### config.mk
export PLATFORM = sky130hd
export DESIGN_NAME = nor_cmd_seq
export DESIGN_NICKNAME = d
export VERILOG_FILES = /design/src/rtl/nor_seq_pkg.sv /design/src/rtl/nor_step_table.sv /design/src/rtl/nor_bus_cycle.sv /design/src/rtl/nor_cmd_seq.sv
export SDC_FILE = /design/constraint.sdc
export NUM_CORES = 1
export LEC_CHECK = 0
export ABC_CLOCK_PERIOD_IN_PS = 3400
export BUFFER_PORTS_ARGS = -buffer_cell sky130_fd_sc_hd__buf_2
export CAP_MARGIN = 20
export CORE_MARGIN = 5
export CORE_UTILIZATION = 45
export CTS_CLUSTER_SIZE = 24
export DETAILED_ROUTE_END_ITERATION = 10
export GPL_TIMING_DRIVEN = 0
export PLACE_DENSITY = 0.66
export SLEW_MARGIN = 20
export SYNTH_ARGS = -nofsm -noshare
export SYNTH_HDL_FRONTEND = slang
export SYNTH_SLANG_ARGS = --single-unit
### constraint.sdc
create_clock -name clk -period 3.4 [get_ports clk]
set_input_delay 0.68 -clock clk [delete_from_list [all_inputs] [get_ports clk]]
set_output_delay 0.68 -clock clk [all_outputs]
set_load 0.05 [all_outputs]
### src/rtl/nor_seq_pkg.sv
package nor_seq_pkg;

   typedef enum logic [2:0] {
      OP_NONE   = 3'd0,
      OP_PROG   = 3'd1,
      OP_SERASE = 3'd2,
      OP_CERASE = 3'd3,
      OP_IDENT  = 3'd4,
      OP_RESET  = 3'd5
   } nor_op_e;

   typedef enum logic [2:0] {
      ST_WR,    // plain write cycle
      ST_CHK,   // read before program, skip on match
      ST_POLL,  // completion read, repeat until match
      ST_MFR,   // read manufacturer code
      ST_DEV,   // read device code
      ST_END    // sequence finished
   } step_kind_e;

   typedef enum logic [2:0] {
      PH_IDLE,
      PH_SETUP,
      PH_PULSE,
      PH_HOLD,
      PH_ACC
   } phy_st_e;

   localparam logic [7:0] K_UNLOCK_A = 8'hAA;
   localparam logic [7:0] K_UNLOCK_B = 8'h55;
   localparam logic [7:0] K_PROG     = 8'hA0;
   localparam logic [7:0] K_ERASE    = 8'h80;
   localparam logic [7:0] K_SECTOR   = 8'h30;
   localparam logic [7:0] K_CHIP     = 8'h10;
   localparam logic [7:0] K_IDENT    = 8'h90;
   localparam logic [7:0] K_READMODE = 8'hF0;
   localparam logic [7:0] K_BLANK    = 8'hFF;

endpackage

### src/rtl/nor_step_table.sv
module nor_step_table
   import nor_seq_pkg::*;
#(
   parameter int ADDR_W     = 20,
   parameter bit ALT_MAP_EN = 1'b1
) (
   input  nor_op_e             op,
   input  logic [3:0]          idx,
   input  logic                alt,
   input  logic [ADDR_W-1:0]   addr,
   input  logic [7:0]          data,
   output step_kind_e          kind,
   output logic [ADDR_W-1:0]   s_addr,
   output logic [7:0]          s_data
);

   localparam int SECT_BITS = 16;

   typedef struct packed {
      step_kind_e        k;
      logic [ADDR_W-1:0] a;
      logic [7:0]        d;
   } step_t;

   function automatic step_t mk(step_kind_e k, logic [ADDR_W-1:0] a, logic [7:0] d);
      step_t s;
      s.k = k;
      s.a = a;
      s.d = d;
      return s;
   endfunction

   logic              use_alt;
   logic [ADDR_W-1:0] cmd_a;
   logic [ADDR_W-1:0] cmd_b;
   logic [ADDR_W-1:0] sect_base;
   logic [ADDR_W-1:0] zero_a;
   logic [ADDR_W-1:0] one_a;
   step_t             s;

   generate
      if (ALT_MAP_EN) begin : g_alt_map
         assign use_alt = alt;
      end else begin : g_std_map
         logic unused_alt;
         assign unused_alt = alt;
         assign use_alt    = 1'b0;
      end
      if (ADDR_W < SECT_BITS + 1) begin : g_bad_width
         $error("nor_step_table: ADDR_W must exceed the sector offset width");
      end
   endgenerate

   assign cmd_a     = use_alt ? ADDR_W'(12'hAAA) : ADDR_W'(12'h555);
   assign cmd_b     = use_alt ? ADDR_W'(12'h555) : ADDR_W'(12'h2AA);
   assign sect_base = {addr[ADDR_W-1:SECT_BITS], {SECT_BITS{1'b0}}};
   assign zero_a    = '0;
   assign one_a     = ADDR_W'(1);

   always_comb begin
      s = mk(ST_END, zero_a, 8'h00);
      unique case (op)
         OP_PROG: begin
            case (idx)
               4'd0: s = mk(ST_CHK,  addr,   data);
               4'd1: s = mk(ST_WR,   cmd_a,  K_UNLOCK_A);
               4'd2: s = mk(ST_WR,   cmd_b,  K_UNLOCK_B);
               4'd3: s = mk(ST_WR,   cmd_a,  K_PROG);
               4'd4: s = mk(ST_WR,   addr,   data);
               4'd5: s = mk(ST_POLL, addr,   data);
               4'd6: s = mk(ST_WR,   zero_a, K_READMODE);
               default: s = mk(ST_END, zero_a, 8'h00);
            endcase
         end
         OP_SERASE, OP_CERASE: begin
            case (idx)
               4'd0: s = mk(ST_WR, cmd_a, K_UNLOCK_A);
               4'd1: s = mk(ST_WR, cmd_b, K_UNLOCK_B);
               4'd2: s = mk(ST_WR, cmd_a, K_ERASE);
               4'd3: s = mk(ST_WR, cmd_a, K_UNLOCK_A);
               4'd4: s = mk(ST_WR, cmd_b, K_UNLOCK_B);
               4'd5: s = (op == OP_SERASE) ? mk(ST_WR, sect_base, K_SECTOR)
                                           : mk(ST_WR, cmd_a, K_CHIP);
               4'd6: s = mk(ST_POLL, (op == OP_SERASE) ? sect_base : zero_a, K_BLANK);
               4'd7: s = mk(ST_WR, zero_a, K_READMODE);
               default: s = mk(ST_END, zero_a, 8'h00);
            endcase
         end
         OP_IDENT: begin
            case (idx)
               4'd0, 4'd5: s = mk(ST_WR, cmd_a, K_UNLOCK_A);
               4'd1, 4'd6: s = mk(ST_WR, cmd_b, K_UNLOCK_B);
               4'd2, 4'd7: s = mk(ST_WR, cmd_a, K_IDENT);
               4'd3:       s = mk(ST_MFR, zero_a, 8'h00);
               4'd8:       s = mk(ST_DEV, one_a, 8'h00);
               4'd4, 4'd9: s = mk(ST_WR, zero_a, K_READMODE);
               default:    s = mk(ST_END, zero_a, 8'h00);
            endcase
         end
         OP_RESET: begin
            if (idx == 4'd0) s = mk(ST_WR, zero_a, K_READMODE);
         end
         default: s = mk(ST_END, zero_a, 8'h00);
      endcase
   end

   assign kind   = s.k;
   assign s_addr = s.a;
   assign s_data = s.d;

endmodule

### src/rtl/nor_bus_cycle.sv
module nor_bus_cycle
   import nor_seq_pkg::*;
#(
   parameter int ADDR_W      = 20,
   parameter int SETUP_CLKS  = 2,
   parameter int PULSE_CLKS  = 2,
   parameter int HOLD_CLKS   = 1,
   parameter int ACCESS_CLKS = 3
) (
   input  logic              clk,
   input  logic              rst_n,
   input  logic              start,
   input  logic              is_wr,
   input  logic [ADDR_W-1:0] addr_in,
   input  logic [7:0]        data_in,
   output logic              done,
   output logic [7:0]        rdata,
   output logic [ADDR_W-1:0] f_addr,
   output logic [7:0]        f_dout,
   input  logic [7:0]        f_din,
   output logic              f_ce_n,
   output logic              f_we_n,
   output logic              f_oe_n
);

   localparam int MAX_A = (SETUP_CLKS > PULSE_CLKS) ? SETUP_CLKS : PULSE_CLKS;
   localparam int MAX_B = (HOLD_CLKS > ACCESS_CLKS) ? HOLD_CLKS : ACCESS_CLKS;
   localparam int MAX_C = (MAX_A > MAX_B) ? MAX_A : MAX_B;
   localparam int CW    = $clog2(MAX_C + 1);

   generate
      if (SETUP_CLKS < 1 || PULSE_CLKS < 1 || HOLD_CLKS < 1 || ACCESS_CLKS < 1) begin : g_bad_timing
         $error("nor_bus_cycle: every phase needs at least one clock");
      end
   endgenerate

   phy_st_e           st;
   logic [CW-1:0]     cnt;
   logic [ADDR_W-1:0] a_q;
   logic [7:0]        d_q;

   always_ff @(posedge clk) begin
      if (!rst_n) begin
         st    <= PH_IDLE;
         cnt   <= '0;
         done  <= 1'b0;
         rdata <= 8'h00;
         a_q   <= '0;
         d_q   <= 8'h00;
      end else begin
         done <= 1'b0;
         unique case (st)
            PH_IDLE: begin
               if (start) begin
                  a_q <= addr_in;
                  d_q <= data_in;
                  cnt <= '0;
                  st  <= is_wr ? PH_SETUP : PH_ACC;
               end
            end
            PH_SETUP: begin
               if (cnt == CW'(SETUP_CLKS - 1)) begin
                  cnt <= '0;
                  st  <= PH_PULSE;
               end else cnt <= cnt + 1'b1;
            end
            PH_PULSE: begin
               if (cnt == CW'(PULSE_CLKS - 1)) begin
                  cnt <= '0;
                  st  <= PH_HOLD;
               end else cnt <= cnt + 1'b1;
            end
            PH_HOLD: begin
               if (cnt == CW'(HOLD_CLKS - 1)) begin
                  cnt  <= '0;
                  st   <= PH_IDLE;
                  done <= 1'b1;
               end else cnt <= cnt + 1'b1;
            end
            PH_ACC: begin
               if (cnt == CW'(ACCESS_CLKS - 1)) begin
                  cnt   <= '0;
                  st    <= PH_IDLE;
                  rdata <= f_din;
                  done  <= 1'b1;
               end else cnt <= cnt + 1'b1;
            end
            default: st <= PH_IDLE;
         endcase
      end
   end

   assign f_ce_n = (st == PH_IDLE);
   assign f_we_n = (st != PH_PULSE);
   assign f_oe_n = (st != PH_ACC);
   assign f_addr = a_q;
   assign f_dout = d_q;

   // strobe only inside an enabled, non-read cycle
   p_we_under_ce_r9: assert property (@(posedge clk) disable iff (!rst_n)
      !f_we_n |-> (!f_ce_n && f_oe_n));

   // address and data frozen while the write strobe is low
   p_wr_stable_r9: assert property (@(posedge clk) disable iff (!rst_n)
      (!f_we_n && $past(!f_we_n)) |-> ($stable(f_addr) && $stable(f_dout)));

   // strobe is preceded by an enabled set-up clock
   p_setup_first_r9: assert property (@(posedge clk) disable iff (!rst_n)
      $fell(f_we_n) |-> $past(!f_ce_n));

endmodule

### src/rtl/nor_cmd_seq.sv
module nor_cmd_seq
   import nor_seq_pkg::*;
#(
   parameter int ADDR_W      = 20,
   parameter int SETUP_CLKS  = 2,
   parameter int PULSE_CLKS  = 2,
   parameter int HOLD_CLKS   = 1,
   parameter int ACCESS_CLKS = 3,
   parameter int POLL_MAX    = 4096,
   parameter bit ALT_MAP_EN  = 1'b1
) (
   input  logic              clk,
   input  logic              rst_n,
   input  logic              req_valid,
   input  logic [2:0]        req_op,
   input  logic [ADDR_W-1:0] req_addr,
   input  logic [7:0]        req_data,
   input  logic              cfg_shift_map,
   output logic              busy,
   output logic              ack,
   output logic              err,
   output logic [7:0]        id_mfr,
   output logic [7:0]        id_dev,
   output logic [ADDR_W-1:0] f_addr,
   output logic [7:0]        f_dout,
   input  logic [7:0]        f_din,
   output logic              f_ce_n,
   output logic              f_we_n,
   output logic              f_oe_n
);

   localparam int PCW = $clog2(POLL_MAX + 1);

   generate
      if (POLL_MAX < 1) begin : g_bad_poll
         $error("nor_cmd_seq: POLL_MAX must be at least one");
      end
   endgenerate

   typedef enum logic [1:0] {T_IDLE, T_ISSUE, T_WAIT} top_st_e;

   top_st_e           st;
   nor_op_e           op_q;
   logic [ADDR_W-1:0] addr_q;
   logic [7:0]        data_q;
   logic              alt_q;
   logic [3:0]        idx;
   logic [PCW-1:0]    pcnt;
   logic              err_q;
   logic              op_ok;

   step_kind_e        kind;
   logic [ADDR_W-1:0] s_addr;
   logic [7:0]        s_data;
   logic              phy_start;
   logic              phy_done;
   logic [7:0]        phy_rdata;

   nor_step_table #(
      .ADDR_W     (ADDR_W),
      .ALT_MAP_EN (ALT_MAP_EN)
   ) u_table (
      .op     (op_q),
      .idx    (idx),
      .alt    (alt_q),
      .addr   (addr_q),
      .data   (data_q),
      .kind   (kind),
      .s_addr (s_addr),
      .s_data (s_data)
   );

   nor_bus_cycle #(
      .ADDR_W      (ADDR_W),
      .SETUP_CLKS  (SETUP_CLKS),
      .PULSE_CLKS  (PULSE_CLKS),
      .HOLD_CLKS   (HOLD_CLKS),
      .ACCESS_CLKS (ACCESS_CLKS)
   ) u_phy (
      .clk     (clk),
      .rst_n   (rst_n),
      .start   (phy_start),
      .is_wr   (kind == ST_WR),
      .addr_in (s_addr),
      .data_in (s_data),
      .done    (phy_done),
      .rdata   (phy_rdata),
      .f_addr  (f_addr),
      .f_dout  (f_dout),
      .f_din   (f_din),
      .f_ce_n  (f_ce_n),
      .f_we_n  (f_we_n),
      .f_oe_n  (f_oe_n)
   );

   assign op_ok     = (req_op >= 3'd1) && (req_op <= 3'd5);
   assign busy      = (st != T_IDLE);
   assign phy_start = (st == T_ISSUE) && (kind != ST_END);

   always_ff @(posedge clk) begin
      if (!rst_n) begin
         st     <= T_IDLE;
         op_q   <= OP_NONE;
         addr_q <= '0;
         data_q <= 8'h00;
         alt_q  <= 1'b0;
         idx    <= '0;
         pcnt   <= '0;
         err_q  <= 1'b0;
         ack    <= 1'b0;
         err    <= 1'b0;
         id_mfr <= 8'h00;
         id_dev <= 8'h00;
      end else begin
         ack <= 1'b0;
         err <= 1'b0;
         unique case (st)
            T_IDLE: begin
               if (req_valid && op_ok) begin
                  op_q   <= nor_op_e'(req_op);
                  addr_q <= req_addr;
                  data_q <= req_data;
                  alt_q  <= cfg_shift_map;
                  idx    <= '0;
                  pcnt   <= '0;
                  err_q  <= 1'b0;
                  st     <= T_ISSUE;
               end
            end
            T_ISSUE: begin
               if (kind == ST_END) begin
                  ack <= 1'b1;
                  err <= err_q;
                  st  <= T_IDLE;
               end else st <= T_WAIT;
            end
            T_WAIT: begin
               if (phy_done) begin
                  st <= T_ISSUE;
                  unique case (kind)
                     ST_CHK: begin
                        if (phy_rdata == data_q) begin
                           ack <= 1'b1;
                           st  <= T_IDLE;
                        end else idx <= idx + 1'b1;
                     end
                     ST_POLL: begin
                        if (phy_rdata == s_data) begin
                           idx <= idx + 1'b1;
                        end else if (pcnt == PCW'(POLL_MAX - 1)) begin
                           err_q <= 1'b1;
                           idx   <= idx + 1'b1;
                        end else pcnt <= pcnt + 1'b1;
                     end
                     ST_MFR: begin
                        id_mfr <= phy_rdata;
                        idx    <= idx + 1'b1;
                     end
                     ST_DEV: begin
                        id_dev <= phy_rdata;
                        idx    <= idx + 1'b1;
                     end
                     default: idx <= idx + 1'b1;
                  endcase
               end
            end
            default: st <= T_IDLE;
         endcase
      end
   end

   // an idle sequencer leaves the flash bus parked
   p_idle_quiet_r1: assert property (@(posedge clk) disable iff (!rst_n)
      !busy |-> (f_ce_n && f_we_n && f_oe_n));

   // completion pulse lasts one clock
   p_ack_pulse_r11: assert property (@(posedge clk) disable iff (!rst_n)
      ack |=> !ack);

   // completion only ends a request that was in progress
   p_ack_after_busy_r11: assert property (@(posedge clk) disable iff (!rst_n)
      ack |-> ($past(busy) && !busy));

   // the timeout flag travels with the completion pulse
   p_err_with_ack_r10: assert property (@(posedge clk) disable iff (!rst_n)
      err |-> ack);

endmodule

==> results of run 1 <==
## cell usage in the layout (no fill, tap or decap), types with 6 or more instances in the layout
master	synthesis	layout
nor2_1	76	76
nor3_1	23	23
nand2_1	119	119
mux2i_1	18	18
nor4b_1	6	6
and3_1	9	9
o21ai_2	7	7
nand3_1	35	35
o21ai_1	8	8
xnor2_1	12	11
nand2b_1	11	11
o21ai_0	22	22
buf_2	14	106
a211oi_1	17	17
clkbuf_16	0	9
a21oi_1	81	81
nand4_1	9	9
ha_1	14	14
dfxtp_1	112	112
clkbuf_1	31	29
inv_1	17	17
a21o_1	8	8
## worst max-delay path by stage
stage	start	end	slack [ps]	cells after the start
floorplan	idx[0]	pcnt[10]	610	12
global placement	idx[0]	pcnt[11]	110	13
detailed placement	idx[0]	pcnt[11]	110	13
CTS	idx[0]	pcnt[11]	90	13
global route	idx[1]	pcnt[1]	1	12
finish	idx[1]	pcnt[1]	230	12
## kinds of logic after synthesis
| group | after synthesis |
|---|---|
| AOI/OAI and AO/OA | 196 |
| adders and majority gates | 14 |
| buffers and inverters | 71 |
| and+or+nand+nor | 331 |
| muxes | 19 |
| xor gates and xnor gates | 14 |
| DFF | 112 |
## worst reg2reg max path: stages (launching register included)
cell,delay (ps)
dfxtp_1,410
inv_1,90
ha_1,230
buf_2,220
a21oi_2,280
o32ai_1,150
a2111oi_2,520
xnor2_1,170
a2111oi_4,380
o21ai_1,180
buf_6,190
o211ai_2,130
a21oi_1,80
## area by class of cell
cell class                 count  area (um^2)  area share [%]
inverter                      18         67.6           0.963
multi-input combinational    574         3490            49.7
buffer                        53          243            3.46
tap                          176          220            3.14
sequential                   112         2240            31.9
timing repair buffer          92          460            6.56
clock buffer                  11          243            3.46
clock inverter                 5         51.3           0.731
## metrics by stage
| stage | util, % | cell area [um^2] | setup slack [ps] | power (mW) |
|---|---|---|---|---|
| 6_report | 53.2 | 7020 | 232 | 3.15 |
| 5_1_grt | 53.2 | 7020 | 1.14 | 3.29 |
| 4_1_cts | 53.0 | 6990 | 90.5 | 3.16 |
| 3_5_place_dp | 50.8 | 6700 | 109 | 2.11 |
| 3_3_place_gp | 50.8 | 6700 | 113 | 2.11 |
| 2_1_floorplan | - | 6020 | 608 | 1.91 |
## what timing repair did
action	4_1_cts	5_1_grt
gates resized for setup	0	9
hold endpoints to repair	0	0
setup endpoints to repair	0	44
## power by group
| group | switching, mW | internal [mW] | leakage, nW |
|---|---|---|---|
| Combinational | 0.467 | 0.199 | 1.79 |
| Sequential | 0.0483 | 1.38 | 0.908 |
| Clock | 0.524 | 0.532 | 0.143 |
| Total | 1.04 | 2.11 | 2.84 |
## registers in the layout, summed over array words and instances (netlist names), 4 cells and up
register	cells
u_phy.f_dout	8
u_phy.rdata	8
pcnt	13
data_q	8
u_phy.f_addr	20
id_mfr	8
idx	4
addr_q	20
id_dev	8
## metal layers
metal,wire [um],part of all wire (%),global-route usage [%]
met5,0,0,0
met4,403,2.3,6.12
met3,1430,8.0,6.65
met2,8260,46,35.2
met1,7770,43,29.2
==> run metrics, run 1 <==
Total GRT Usage=22.1%; die height=126 um; Post-CTS Setup Inserts=0; layout cell share with drive strength beyond 1=19.3%; Synth Flop Type=dfxtp_1; leakage=2.84 nW; Reg2Reg Depth=12; number of warnings issued by yosys=0; Chip Width=126 um; Crit Path Category=reg2reg; Crit path arrival time=3380 ps; Critical-path top delay cell=a2111oi_2; asr flop ratio synth=0%; largest family of logic cells by synthesized area=simple AND/OR/NAND/NOR gates; die area=15,800 um^2; CTS Hold Buffers Added=0; XOR/XNOR Fraction of Synth Area=2.04%; Wirelength per Cell=17.2 um; Slew headroom=43.2%; CTS root buf=clkbuf_16; CTS Buf Count=9; outcome=complete, no violations; Crit. End Element=flip-flop; Routed Antenna Nets=0; Hold Path Depth=2; Vias per Instance=5.65; wire length of the first global-routing pass=28,500 um; Setup Skew=10.5 ps; Post-Synth Adder-Cell Area=2.91%; Detailed Place HPWL=13,500 um; final setup fails=0; CP delay by family, top=compound AO/OA/AOI/OAI gates; Placed Cells incl. Taps=1,025; antenna cells=0; largest net degree at the start of global routing=20; fin cells=1,041; leading area contributor after synthesis=dfxtp_1; RSZ-0062 raised after global routing=no; Slowest Stage Delay on Critical Path=520 ps; hold endpoint=pcnt[12]; area of the core=13,200 um^2; critical path launch point type=flip-flop; Max VDD drop=0.256 mV; synthesized cell area=6020 um^2; Synth Register Bits=112; clock sinks=112; ranking of synthesized cells by area=dfxtp_1 (37%), nand2_1 (7.4%), a21oi_1 (6.7%); Critical path buffers and inverters=3; sequential share of the synthesized area=37.3%; Post-synth EDFFs=0; Placer Congestion=0.939; post-synthesis cell count=757; Total Wirelength=17,900 um; complex-gate fraction of the synthesized area=22.6%; PwrDens=448 nW/um^2; initial core utilization=45.6%; DRT iter0 DRCs=440; grt total ovfl=0; Max Freq=316 MHz; critical-path cell list=inv_1 > ha_1 > buf_2 > a21oi_2 > o32ai_1 > a2111oi_2 > xnor2_1 > a2111oi_4 > o21ai_1 > buf_6 > o211ai_2 > a21oi_1; Area growth syn-to-layout=16.7%; max_cap viols=0; initial antenna violation count=0; clock latency on the worst-skew pair=360 ps; Fin Setup TNS=0 ps; post-synth top area share=37.3%; Worst R2R Setup Slack=230 ps; WHS=436 ps; vias=5,886; Net count, final=917; post-synthesis simple-gate area fraction=26.9%; Worst R2R Start=idx[1]; Hold Path Class=reg2reg; number of fill cells=1,279; vias in the first global route=5,402; Hold Fails Final Rpt=0; Worst Tran Pin Value=845 ps; final slew viol count=0; Syn Area/Cell=7.95 um^2; IO Count=93; H-tree depth=3; CP Max Fanout=10; Reg clk slew, reported paths=80 ps; Tmin final=3170 ps; Initial DRT Pass Iterations=5; CP required=3610 ps; CTS tree=done; mux cell area share after synthesis=3.18%; hold path start=pcnt[12]; maximum clock path buffer count=2; Post-synth top cells=nand2_1 (119), dfxtp_1 (112), a21oi_1 (81); port bufs=92; Worst R2R End=pcnt[1]; count leader, synth=nand2_1; Synth Net Count=814; Residual DRC=0; Site Rows=42; final cycle utilization of the critical path=93.2%; distinct cell type count after synthesis=84
(Power assumes the default switching activity.)
==> run 2, diff against run 1 <==
==> constraint.sdc (replaced) <==
create_clock -name clk -period 3.4 [get_ports clk]
set_input_delay 0.68 -clock clk [delete_from_list [all_inputs] [get_ports clk]]
set_output_delay 0.68 -clock clk [all_outputs]
set_load 0.1 [all_outputs]
==> run 2 against run 1 <==
Effect of this change:
- highest routed layer unchanged
- maximum frequency fell by 2.6%
- utilization rose by 0.11 points
- routed wire length rose by 1.4%
- clock power rose by 4%
==> run metrics, run 2 (synthesis gave the netlist of run 1 again) <==
Max Freq=307 MHz (was 316 MHz); CP Max Fanout=10 (unchanged); area of the multi-input gates=3490 um^2 (about the same); Storage cell area=2240 um^2 (unchanged); H-tree depth=3 (unchanged); total power=3.32 mW (was 3.15 mW); final slew viol count=0 (unchanged); cells resized by post-CTS repair=0 (unchanged); PwrDens=472 nW/um^2 (was 448 nW/um^2); Total GRT Usage=22.3% (was 22.1%); RSZ-0062 raised after global routing=no (unchanged); initial antenna violation count=0 (unchanged); largest net degree at the start of global routing=23 (was 20); Chip Width=126 um (unchanged); Placed Cells incl. Taps=1,025 (unchanged); leakage=2.84 nW (about the same); Fin Setup TNS=0 ps (unchanged); DRT iter0 DRCs=472 (was 440); Vias per Instance=5.71 (was 5.65); wire length of the first global-routing pass=28,400 um (was 28,500 um); antenna cells=0 (unchanged); final cycle utilization of the critical path=95.7% (was 93.2%); die height=126 um (unchanged); Routed Antenna Nets=0 (unchanged); max_cap viols=0 (unchanged); Final Util=53.3% (was 53.2%); area of the core=13,200 um^2 (unchanged); Residual DRC=0 (unchanged); Placer Congestion=0.907 (was 0.939); number of fill cells=1,298 (was 1,279); commonest cells after routing, fill and taps aside=nand2_1 (119), dfxtp_1 (112), buf_2 (106) (unchanged); CTS tree=done (unchanged); Max VDD drop=0.440 mV (was 0.256 mV); final setup fails=0 (unchanged); Post-CTS Setup Inserts=0 (unchanged); die area=15,800 um^2 (unchanged); Hold Fails Final Rpt=0 (unchanged); Reg clk slew, reported paths=80 ps (about the same); clock sinks=112 (unchanged); Crit. End Element=flip-flop (unchanged); clock latency on the worst-skew pair=370 ps (was 360 ps); Hold Path Class=reg2reg (unchanged); Area growth syn-to-layout=16.9% (was 16.7%); CTS root buf=clkbuf_16 (unchanged); vias=5,947 (was 5,886); Wirelength per Cell=17.4 um (was 17.2 um); port bufs=92 (unchanged); most common cell after layout, fill and taps aside=nand2_1 (unchanged); fin cells=1,041 (unchanged); Worst Tran Pin Value=855 ps (was 845 ps); Net count, final=917 (unchanged); Total Wirelength=18,100 um (was 17,900 um); Detailed Place HPWL=13,500 um (about the same); vias in the first global route=5,328 (was 5,402); IO Count=93 (unchanged); maximum clock path buffer count=2 (unchanged); Initial DRT Pass Iterations=6 (was 5); Tmin final=3250 ps (was 3170 ps); layout cell share with drive strength beyond 1=19.2% (was 19.3%); Setup Skew=12.6 ps (was 10.5 ps); Crit path arrival time=3500 ps (was 3380 ps); critical path launch point type=flip-flop (unchanged); Site Rows=42 (unchanged); initial core utilization=45.6% (unchanged); Crit Path Category=reg2reg (unchanged); grt total ovfl=0 (unchanged); CTS Hold Buffers Added=0 (unchanged); CTS Buf Count=9 (unchanged); Slew headroom=43.0% (was 43.2%); outcome=complete, no violations (unchanged); CP required=3640 ps (was 3610 ps)
run 2: cell count changes in the layout (fill, tap and decap cells not counted), sizes merged:
cell / change
clkbuf: -2
clkinv: -1
inv: +3
run 2: final cells by class:
type,count,area share (%)
Multi-Input combinational cell,574,49.7
Sequential cell,112,31.9
Timing Repair Buffer,92,6.55
Buffer,53,3.43
Clock buffer,9,3.20
Tap cell,176,3.13
Clock inverter,7,1.17
Inverter,18,0.961
run 2: path summary, 6_finish.rpt:
path | startpoint | slack (ps) | to | cells after the start
hold / removal | pcnt[12] | 440 | pcnt[12] | 2
hold reg to reg | pcnt[12] | 440 | pcnt[12] | 2
setup reg to reg | idx[1] | 150 | u_phy.f_dout[6] | 12
setup / recovery | idx[1] | 150 | u_phy.f_dout[6] | 12
run 2: stage by stage:
| stage | hold slack, ps | setup slack [ps] | cell area, um^2 |
|---|---|---|---|
| after floorplan | 413 | 581 | 6020 |
| after global placement | 419 | 61.1 | 6700 |
| after detailed placement | 425 | 64.6 | 6700 |
| after CTS | 438 | 58.8 | 7010 |
| after global routing | 476 | 22.5 | 7030 |
| final | 440 | 148 | 7030 |
run 2: metal layers:
metal | track usage (%) | wire [um] | vias up
met5 | 0 | 0 | -
met1 | 29.5 | 7920 | 2779
met4 | 9.25 | 533 | 0
li1 | - | - | 2902
met2 | 35.1 | 8330 | 233
met3 | 5.00 | 1330 | 33
run 2: worst max-delay path, stage by stage, from the launching register on:
cell,delay (ps)
dfxtp_1,410
ha_1,350
clkbuf_1,440
nor3_1,140
o21ba_2,240
o21a_1,190
a32oi_1,330
and3_1,200
buf_2,230
buf_2,300
nand4_1,140
o21ai_0,110
nor2_1,50
run 2: power by group:
group          switching [mW]  leakage [nW]  internal (mW)
Combinational           0.591          1.78          0.198
Sequential             0.0506         0.908           1.38
Clock                   0.574         0.153          0.531
Total                    1.22          2.84           2.11
